==> src/rtl/sref_seq.sv <==
`timescale 1ns/1ps
module sref_seq #(
  parameter int T_RFC    = 10,
  parameter int T_XSNR   = 20,
  parameter int DLL_NOP  = 200,
  parameter int ADDR_W   = 13,
  parameter int BA_W     = 2,
  parameter int DLL_BIT  = 8,
  parameter logic [ADDR_W-1:0] MODE_BASE = 'h032
) (
  input  logic              clk,
  input  logic              rst_n,
  input  logic              ar_req,
  input  logic              sr_enter,
  input  logic              sr_exit,
  input  logic              clk_stable,
  output logic              cke,
  output logic [3:0]        cmd_n,
  output logic [BA_W-1:0]   ba,
  output logic [ADDR_W-1:0] addr,
  output logic              busy,
  output logic              done
);
  localparam int M1    = (T_RFC > T_XSNR) ? T_RFC : T_XSNR;
  localparam int MAXW  = (M1 > DLL_NOP) ? M1 : DLL_NOP;
  localparam int CNT_W = $clog2(MAXW + 1);
  localparam logic [3:0] C_NOP = 4'b0111;
  localparam logic [3:0] C_REF = 4'b0001;
  localparam logic [3:0] C_LMR = 4'b0000;
  localparam logic [ADDR_W-1:0] DLL_MASK = ADDR_W'(1) << DLL_BIT;

  typedef enum logic [2:0] {S_IDLE, S_AR, S_SR, S_SRX, S_XSNR, S_DLL} st_t;
  st_t state;
  logic [CNT_W-1:0] cnt;

  assign busy = (state != S_IDLE);

  always_ff @(posedge clk) begin
    if (!rst_n) begin
      state <= S_IDLE;
      cnt   <= '0;
      cke   <= 1'b1;
      cmd_n <= C_NOP;
      ba    <= '0;
      addr  <= '0;
      done  <= 1'b0;
    end else begin
      cmd_n <= C_NOP;
      ba    <= '0;
      addr  <= '0;
      done  <= 1'b0;
      case (state)
        S_IDLE:
          if (sr_enter) begin
            state <= S_SR;
            cmd_n <= C_REF;
            cke   <= 1'b0;
          end else if (ar_req) begin
            state <= S_AR;
            cmd_n <= C_REF;
            cnt   <= CNT_W'(T_RFC - 1);
          end
        S_AR:
          if (cnt == '0) begin
            state <= S_IDLE;
            done  <= 1'b1;
          end else cnt <= cnt - 1'b1;
        S_SR:
          if (sr_exit) state <= S_SRX;
        S_SRX:
          if (clk_stable) begin
            cke   <= 1'b1;
            state <= S_XSNR;
            cnt   <= CNT_W'(T_XSNR - 1);
          end
        S_XSNR:
          if (cnt == '0) begin
            cmd_n <= C_LMR;
            addr  <= MODE_BASE | DLL_MASK;
            state <= S_DLL;
            cnt   <= CNT_W'(DLL_NOP);
          end else cnt <= cnt - 1'b1;
        S_DLL:
          if (cnt == '0) begin
            state <= S_IDLE;
            done  <= 1'b1;
          end else cnt <= cnt - 1'b1;
        default: state <= S_IDLE;
      endcase
    end
  end

  logic [CNT_W-1:0] gap;
  always_ff @(posedge clk) begin
    if (!rst_n) gap <= CNT_W'(DLL_NOP);
    else if (cmd_n == C_LMR) gap <= '0;
    else if (gap < CNT_W'(DLL_NOP)) gap <= gap + 1'b1;
  end

  AST_AR_CKE_HELD: assert property (@(posedge clk) disable iff (!rst_n)
    (cmd_n == C_REF && cke) |=> (cke && busy));
  AST_SR_CKE_LOW: assert property (@(posedge clk) disable iff (!rst_n)
    (cmd_n == C_REF && !cke) |=> !cke);
  AST_CKE_RISE_STABLE: assert property (@(posedge clk) disable iff (!rst_n)
    $rose(cke) |-> $past(clk_stable));
  AST_LMR_CKE_HIGH: assert property (@(posedge clk) disable iff (!rst_n)
    (cmd_n == C_LMR) |-> (cke && busy && ba == '0));
  AST_DLL_GAP: assert property (@(posedge clk) disable iff (!rst_n)
    $fell(busy) |-> (gap >= CNT_W'(DLL_NOP)));
  AST_DONE_PULSE: assert property (@(posedge clk) disable iff (!rst_n)
    done |-> (!busy && $past(busy)));
  AST_IDLE_NOP: assert property (@(posedge clk) disable iff (!rst_n)
    (!busy && !done) |-> (cmd_n == C_NOP && cke));
endmodule

==> config.mk <==
export PLATFORM = sky130hd
export DESIGN_NAME = sref_seq
export DESIGN_NICKNAME = d
export VERILOG_FILES = /design/src/rtl/sref_seq.sv
export SDC_FILE = /design/constraint.sdc
export NUM_CORES = 1
export LEC_CHECK = 0
export BUFFER_PORTS_ARGS = -buffer_cell sky130_fd_sc_hd__buf_2
export CAP_MARGIN = 20
export CORE_AREA = 3 3 52 54
export CTS_BUF_LIST = sky130_fd_sc_hd__clkbuf_2
export CTS_CLUSTER_DIAMETER = 150
export DETAILED_ROUTE_END_ITERATION = 16
export DIE_AREA = 0 0 55 57
export PLACE_DENSITY_LB_ADDON = 0.12
export SLEW_MARGIN = 20
export SYNTH_ARGS = -nofsm -noshare
export SYNTH_HDL_FRONTEND = slang
export SYNTH_SLANG_ARGS = --single-unit
==> constraint.sdc <==
create_clock -name clk -period 2.2 [get_ports clk]
set_input_delay 0.22 -clock clk [delete_from_list [all_inputs] [get_ports clk]]
set_output_delay 0.22 -clock clk [all_outputs]
set_load 0.05 [all_outputs]
==> results_dict.tcl, run 1 <==
set metrics [dict create \
    fin_setup_tns_ns 0 \
    syn_area_per_cell_um2 8.57 \
    reg2reg_depth 7 \
    clock_latency_ns 0.29 \
    setup_violations 0 \
    synth_top_flop_cell "dfxtp_1" \
    maxCapViolations 0 \
    rows 17 \
    drt_iter0_drc 18 \
    synth_edf_count 0 \
    cts_made_buffers 3 \
    endpoint_kind "register" \
    p_per_area_nw_per_um2 1510 \
    postLayoutCellArea_um2 1150 \
    gpl.final_weighted_congestion 0.781 \
    drc_errors 0 \
    post_cts_buffers 0 \
    finalCriticalPeriod_ns 1.81 \
    grtUsageTotal_pct 14.5 \
    hold_path.class "in -> reg" \
    finalPower_uw 1740 \
    fp.dieW_um 55 \
    hpwl_um 1610 \
    async_flop_share_pct 0 \
    clock_tree.buffer_depth 2 \
    fin_crit_sh_pct 82.2 \
    regToRegStartpoint "cnt[0]$_SDFFE_PN0P_" \
    grt_pass1_wl_um 3470 \
    rr_endpoint "state[1]$_SDFFE_PN0P_" \
    path_clk_slew_ns 0.15 \
    outcome "finished, final reports clean" \
    fin_worst_skew_ns 0.0124 \
    antenna_found_initial 0 \
    start_util_pct 50.2 \
    path_max_fanout 5 \
    htreeDepth 1 \
    die_area_um2 3140 \
    ys_types 46 \
    drtAntennaViolNets 0 \
    root_buffer "clkbuf_2" \
    first_global_vias 803 \
    routed_wl_um 2080 \
    fmax_mhz 553 \
    path_class "reg -> reg" \
    postCtsHoldBufs 0 \
    hold_viol 0 \
    drive_gt1_share_pct 21.3 \
    synth.ff_latch_count 16 \
    yosysSeqAreaShare_pct 28.3 \
    start_kind "register" \
    postCtsResizedCells 0 \
    antenna_cells 0 \
    cts_tree "yes" \
    port_buffers 15 \
    critPathRequiredTime_ns 2.41 \
    dieHeight_um 57 \
    synth.cell_area_um2 1130 \
    yosys_warnings 0 \
    cts.sinks 16 \
    wire_per_inst_um 12.3 \
    avgViaCountPerCell 5.31 \
    place_area_um2 1130 \
    worstSetupStartpoint "cnt[0]$_SDFFE_PN0P_" \
    rsz0062_at_grt "false" \
    p_leak_uw 0.000531 \
    place_ws_ns 0.414 \
    fin_nets 150 \
    grt_max_degree 18 \
    syn_inst 132 \
    r2r_slack_ns 0.39 \
    fin_ws_ns 0.392 \
    num_io_pins 28 \
    vdd_drop_max_uv 721 \
    syn_to_final_growth_pct 1.66 \
    critPathCapture "state[1]$_SDFFE_PN0P_" \
    grt-ovfl-total 0 \
    dr_total_vias 897 \
    core-area_um2 2250 \
    arrival_ns 2.02 \
    slew_viol_final 0 \
    drt-pass1-iter-count 4 \
]
==> stage by stage <==
stage | util [%] | hold slack [ns] | instances
3_3_place_gp | 50.2 | 0.472 | 165
6_report | 51.0 | 0.261 | 169
2_1_floorplan | - | 0.417 | 143
3_5_place_dp | 50.2 | 0.476 | 165
4_1_cts | 51.0 | 0.253 | 169
5_1_grt | 51.0 | 0.265 | 169
==> cells in the final DEF, fill, tap and decap left out, types with 2 or more instances in the layout <==
master	n
a21oi_1	6
ha_1	2
a21boi_0	2
a211o_1	3
clkbuf_2	3
a21o_1	2
buf_2	15
nand2_1	12
nand2b_1	3
nor2b_1	2
inv_1	7
o221a_1	2
nor3_2	2
a31oi_1	2
nor2_1	13
conb_1	12
dfxtp_1	16
nor3b_1	2
nand3_1	5
o21ai_0	5
==> cell usage after synthesis, types with 2 or more instances <==
| cell | instances | area (um2) |
|---|---|---|
| a31oi_1 | 2 | 12.5 |
| a21boi_0 | 2 | 15.0 |
| nand2b_1 | 3 | 18.8 |
| nand2_1 | 12 | 45.0 |
| nor3b_1 | 2 | 15.0 |
| nor3_2 | 2 | 20.0 |
| a21oi_1 | 6 | 30.0 |
| o221a_1 | 2 | 22.5 |
| nor2_1 | 13 | 48.8 |
| nand3_1 | 5 | 25.0 |
| clkbuf_1 | 2 | 7.51 |
| nor2b_1 | 2 | 12.5 |
| o21ai_0 | 5 | 25.0 |
| buf_4 | 17 | 128 |
| inv_1 | 7 | 26.3 |
| dfxtp_1 | 16 | 320 |
| ha_1 | 2 | 25.0 |
| a21o_1 | 2 | 15.0 |
| a211o_1 | 3 | 26.3 |
==> logic make-up (layout without fill, tap and decap cells) <==
| logic type | after synthesis | after routing | share of synthesized area, % |
|---|---|---|---|
| simple gates | 48 | 48 | 24.3 |
| compound gates | 35 | 35 | 27.4 |
| buf+inv | 28 | 26 | 15.7 |
| flops | 16 | 16 | 28.3 |
| fa+ha+maj | 2 | 2 | 2.21 |
| other cells | 1 | 12 | 0.332 |
| xor+xnor | 1 | 1 | 0.774 |
| mux | 1 | 1 | 0.885 |
==> worst min-delay path by stage <==
stage | startpoint | end | slack [ns] | depth (start not counted)
after CTS | rst_n | cke$_SDFFE_PN1P_ | 0.25 | 2
after detailed placement | cke$_SDFFE_PN1P_ | cke$_SDFFE_PN1P_ | 0.48 | 2
after floorplan | sr_enter | cke$_SDFFE_PN1P_ | 0.42 | 3
after global placement | cke$_SDFFE_PN1P_ | cke$_SDFFE_PN1P_ | 0.47 | 2
final | rst_n | cke$_SDFFE_PN1P_ | 0.26 | 2
after global routing | rst_n | cke$_SDFFE_PN1P_ | 0.27 | 2
==> per-layer routing <==
metal	routed length, um	GRT usage [%]	vias up
met3	157	4.70	2
met5	0	0	-
met1	940	19.7	409
li1	-	-	458
met4	13	2.78	0
met2	971	22.3	28
==> area by class of cell <==
class                           instances  area, um2
Timing Repair Buffer                   15       75.1
Clock buffer                            3       15.0
Tap cell                               28       35.0
Sequential cell                        16        320
Fill cell                             244       1100
Inverter                                7       26.3
Multi-Input combinational cell         99        674
Clock inverter                          1       3.75
==> report_power, final <==
| part | internal [uW] | switching, uW | leakage (uW) |
|---|---|---|---|
| Combinational | 419 | 672 | 0.000386 |
| Clock | 39.5 | 90.0 | 0.0000140 |
| Sequential | 379 | 138 | 0.000131 |
==> critical path, stage by stage (launching register included) <==
cell and delay [ns]:
dfxtp_1 0.35, inv_1 0.12, ha_1 0.16, nor4b_4 0.32
a21oi_2 0.16, a221oi_4 0.28, o21ai_0 0.14, and3b_1 0.19
==> state kept, by name (all words and copies together), names as in the netlist <==
register,flops
cnt,8
state,3
cmd_n,2
addr,1
cke,1
done,1
Note: power is estimated with default switching activity, not from simulation.
==> run 2: changes to the inputs <==
clock period = 1.7 ns   (was 2.2 ns; I/O delays follow)
==> results_dict.tcl, run 2 (synthesis gave the netlist of run 1 again) <==
set metrics [dict create \
    antenna_found_initial 0 \
    reg2reg_depth 7 \
    first_global_vias 892 \
    multi_input_comb_area_um2 711 \
    rr_endpoint "cnt[5]$_SDFFE_PN0P_" \
    min_path_cells 2 \
    whs_endpoint "cke$_SDFFE_PN1P_" \
    fp.dieW_um 55 \
    port_buffers 15 \
    drtAntennaViolNets 0 \
    grtUsageTotal_pct 17.8 \
    drive_gt1_share_pct 36.8 \
    rows 17 \
    largest_reg_flops 8 \
    p_per_area_nw_per_um2 2020 \
    hpwl_um 1860 \
    die_area_um2 3140 \
    slew_viol_final 0 \
    fill_cells 218 \
    gpl.final_weighted_congestion 0.870 \
    finalCriticalPeriod_ns 1.69 \
    fmax_mhz 592 \
    r2r_slack_ns 0.01 \
    dr_total_vias 1002 \
    path_clk_slew_ns 0.16 \
    critPathRequiredTime_ns 1.91 \
    place_ws_ns -0.0350 \
    clock_latency_ns 0.30 \
    routed_wl_um 2670 \
    path_class "reg -> reg" \
    hold_slack_ns 0.207 \
    antenna_cells 0 \
    grt_max_degree 18 \
    layout_common_cells "buf_4 (22), buf_2 (15), nor2_1 (13), dfxtp_1 (13)" \
    arrival_ns 1.90 \
    setup_violations 0 \
    fin_nets 172 \
    hp-start "rst_n" \
    grt-ovfl-total 0 \
    avgViaCountPerCell 5.25 \
    fin_crit_sh_pct 99.4 \
    p_leak_uw 0.000653 \
    hold_path.class "in -> reg" \
    hold_viol 0 \
    path_max_fanout 4 \
    reg_top3 "cnt: 8 flops, state: 3 flops, cmd_n: 2 flops" \
    cts_tree "yes" \
    dieHeight_um 57 \
    clock_tree.buffer_depth 2 \
    endpoint_kind "register" \
    vdd_drop_max_uv 921 \
    start_util_pct 50.2 \
    htreeDepth 1 \
    wire_per_inst_um 14.0 \
    cts_made_buffers 3 \
    start_kind "register" \
    regArea_um2 327 \
    maxCapViolations 0 \
    final_common_cell "buf_4" \
    syn_to_final_growth_pct 20.0 \
    regMostFlops "cnt" \
    core-area_um2 2250 \
    outcome "finished, final reports clean" \
    num_io_pins 28 \
    grt_pass1_wl_um 4120 \
    regToRegStartpoint "cnt[1]$_SDFFE_PN0P_" \
    cts.sinks 16 \
    drc_errors 0 \
    rsz0062_at_grt "true" \
    root_buffer "clkbuf_2" \
    fin_ws_ns 0.0109 \
    drt-pass1-iter-count 4 \
    fin_worst_skew_ns 0.00290 \
    drt_iter0_drc 33 \
]
run 2: worst max-delay path by stage:
stage	from	to	cells past startpoint
6_report	cnt[1]$_SDFFE_PN0P_	cnt[5]$_SDFFE_PN0P_	7
5_1_grt	cnt[1]$_SDFFE_PN0P_	state[1]$_SDFFE_PN0P_	7
4_1_cts	cnt[1]$_SDFFE_PN0P_	cnt[6]$_SDFFE_PN0P_	7
3_5_place_dp	cnt[0]$_SDFFE_PN0P_	cnt[4]$_SDFFE_PN0P_	7
3_3_place_gp	cnt[0]$_SDFFE_PN0P_	cnt[4]$_SDFFE_PN0P_	7
2_1_floorplan	cnt[0]$_SDFFE_PN0P_	cnt[5]$_SDFFE_PN0P_	7
run 2: through the flow:
| stage | instances | util [%] | power (uW) | area [um2] | TNS [ns] |
|---|---|---|---|---|---|
| after floorplan | 143 | - | 1900 | 1170 | 0 |
| final | 191 | 60.2 | 2740 | 1360 | 0 |
| after global placement | 180 | 55.2 | 2350 | 1240 | 0 |
| after global routing | 191 | 60.2 | 2970 | 1360 | -0.430 |
| after CTS | 186 | 57.5 | 2630 | 1300 | 0 |
| after detailed placement | 180 | 55.2 | 2380 | 1240 | -0.0845 |
run 2: worst max-delay path, cell delays in order, from the launching register on:
cell	delay, ns
dfxtp_2	0.36
inv_2	0.08
ha_4	0.12
nor4b_4	0.28
and2_4	0.24
a2bb2oi_2	0.19
nor2_1	0.07
a211o_1	0.26
run 2: cell type report:
class                   count  share of cell area [%]
clock buffers               3                    1.11
clock inverters             1                   0.276
inverters                   7                    1.94
multi-input cells          99                    52.4
flip-flops and latches     16                    24.1
well taps                  28                    2.58
repair buffers             37                    17.7
run 2: routing by layer:
layer | global-route usage, % | up-vias | routed length (um)
met1 | 25.4 | 464 | 1220
met3 | 3.13 | 6 | 143
met2 | 26.2 | 32 | 1250
met4 | 7.29 | 0 | 48
li1 | - | 500 | -
met5 | 0 | - | 0
run 2: what timing repair did:
action | 4_1_cts | 5_1_grt
setup endpoints to repair | 6 | 11
gates cloned | 0 | 0
resized for setup | 5 | 9
setup buffers | 2 | 5
hold buffers | 0 | 0
pin swaps | 3 | 5
run 2: report_power, final:
| part | internal [uW] | switching (uW) | total, uW |
|---|---|---|---|
| combinational | 857 | 1050 | 1910 |
| sequential | 499 | 149 | 648 |
| clock | 51.1 | 129 | 180 |
==> run 3: changes to the inputs <==
MAX_ROUTING_LAYER = met4   (was not set)
==> results_dict.tcl, run 3 (synthesis gave the netlist of run 1 again) <==
set metrics [dict create \
    start_kind "register" \
    worstSetupStartpoint "cnt[1]$_SDFFE_PN0P_" \
    fill_cells 218 \
    avgViaCountPerCell 5.25 \
    die_area_um2 3140 \
    dieHeight_um 57 \
    regMostFlops "cnt" \
    hold_viol 0 \
    grtUsageTotal_pct 18.4 \
    drt_iter0_drc 33 \
    root_buffer "clkbuf_2" \
    p_clk_share_pct 6.6 \
    layout_common_cells "buf_4 (22), buf_2 (15), nor2_1 (13), dfxtp_1 (13)" \
    grt_max_degree 18 \
    place_ws_ns -0.0350 \
    path_max_fanout 4 \
    drt-pass1-iter-count 4 \
    rows 17 \
    fin_worst_skew_ns 0.00194 \
    vdd_drop_max_uv 917 \
    start_util_pct 50.2 \
    internal_power_uw 1410 \
    p_leak_uw 0.000653 \
    antenna_found_initial 0 \
    grt-ovfl-total 0 \
    setup_violations 0 \
    critPathRequiredTime_ns 1.91 \
    first_global_vias 895 \
    routed_wl_um 2650 \
    fmax_mhz 592 \
    reg_top3 "cnt: 8 flops, state: 3 flops, cmd_n: 2 flops" \
    arrival_ns 1.90 \
    core-area_um2 2250 \
    drc_errors 0 \
    seq_power_share_pct 23.7 \
    maxCapViolations 0 \
    cts_made_buffers 3 \
    fin_util_pct 60.2 \
    fin_crit_sh_pct 99.3 \
    clock_latency_ns 0.30 \
    syn_to_final_growth_pct 20.0 \
    path_clk_slew_ns 0.16 \
    port_buffers 15 \
    clock_tree.buffer_depth 2 \
    dr_total_vias 1002 \
    p_per_area_nw_per_um2 2010 \
    htreeDepth 1 \
    postCtsHoldBufs 0 \
    regToRegStartpoint "cnt[1]$_SDFFE_PN0P_" \
    antenna_cells 0 \
    final_common_cell "buf_4" \
    power.switching_uw 1330 \
    fin_nets 172 \
    grt_pass1_wl_um 4130 \
    drtAntennaViolNets 0 \
    drive_gt1_share_pct 36.8 \
    gpl.final_weighted_congestion 0.884 \
    hpwl_um 1860 \
    pwr-share-comb_pct 69.7 \
    fin_setup_tns_ns 0 \
    path_class "reg -> reg" \
    largest_reg_flops 8 \
    hold_path.class "in -> reg" \
    finalCriticalPeriod_ns 1.69 \
    num_io_pins 28 \
    slew_viol_final 0 \
    hold_slack_ns 0.204 \
    p_sw_share_pct 48.5 \
    rsz0062_at_grt "true" \
    fp.dieW_um 55 \
    cts_tree "yes" \
    wire_per_inst_um 13.9 \
    fin_ws_ns 0.0112 \
    endpoint_kind "register" \
    outcome "finished, final reports clean" \
    hp-start "rst_n" \
    regArea_um2 327 \
    cts.sinks 16 \
    multi_input_comb_area_um2 711 \
]
[run 3: through the flow]
stage	area, um2	instances	power (uW)
2_1_floorplan	1170	143	1900
3_3_place_gp	1240	180	2350
3_5_place_dp	1240	180	2380
4_1_cts	1300	186	2630
5_1_grt	1360	191	2970
6_report	1360	191	2740
[run 3: critical path, cell delays in order, from the launching register on]
cell       delay, ns
dfxtp_2         0.36
inv_2           0.08
ha_4            0.12
nor4b_4         0.28
and2_4          0.24
a2bb2oi_2       0.19
nor2_1          0.07
a211o_1         0.26
[run 3: final timing paths]
path | endpoint | depth (start not counted) | slack (ns)
worst max-delay path | cnt[5]$_SDFFE_PN0P_ | 7 | 0.01
worst max register to register | cnt[5]$_SDFFE_PN0P_ | 7 | 0.01
worst min-delay path | cke$_SDFFE_PN1P_ | 2 | 0.20
worst min register to register | cke$_SDFFE_PN1P_ | 2 | 0.50
[run 3: power groups by stage]
stage,registers [uW],clock network (uW),logic (uW)
after global placement,636,0,1710
after global routing,665,214,2090
after detailed placement,638,0,1740
final,648,181,1910
after floorplan,670,0,1230
after CTS,634,197,1800
[run 3: final cells by class]
| type | count | area share (%) |
|---|---|---|
| repair buffers | 37 | 17.7 |
| multi-input cells | 99 | 52.4 |
| clock buffers | 3 | 1.11 |
| inverters | 7 | 1.94 |
| clock inverters | 1 | 0.276 |
| well taps | 28 | 2.58 |
| flip-flops and latches | 16 | 24.1 |
[run 3: metal layers]
layer  track usage [%]  part of all wire (%)  vias up
met4              7.29                   1.9        0
met1              25.4                    46      466
met3              3.13                   5.1        6
met5                 -                     0        -
li1                  -                     -      502
met2              26.2                    47       28
[run 3: what timing repair did]
action / CTS / global route
endpoints found under the setup margin: 6 / 11
buffers inserted: 2 / 5
pin swaps: 3 / 5
gates resized for setup: 5 / 9
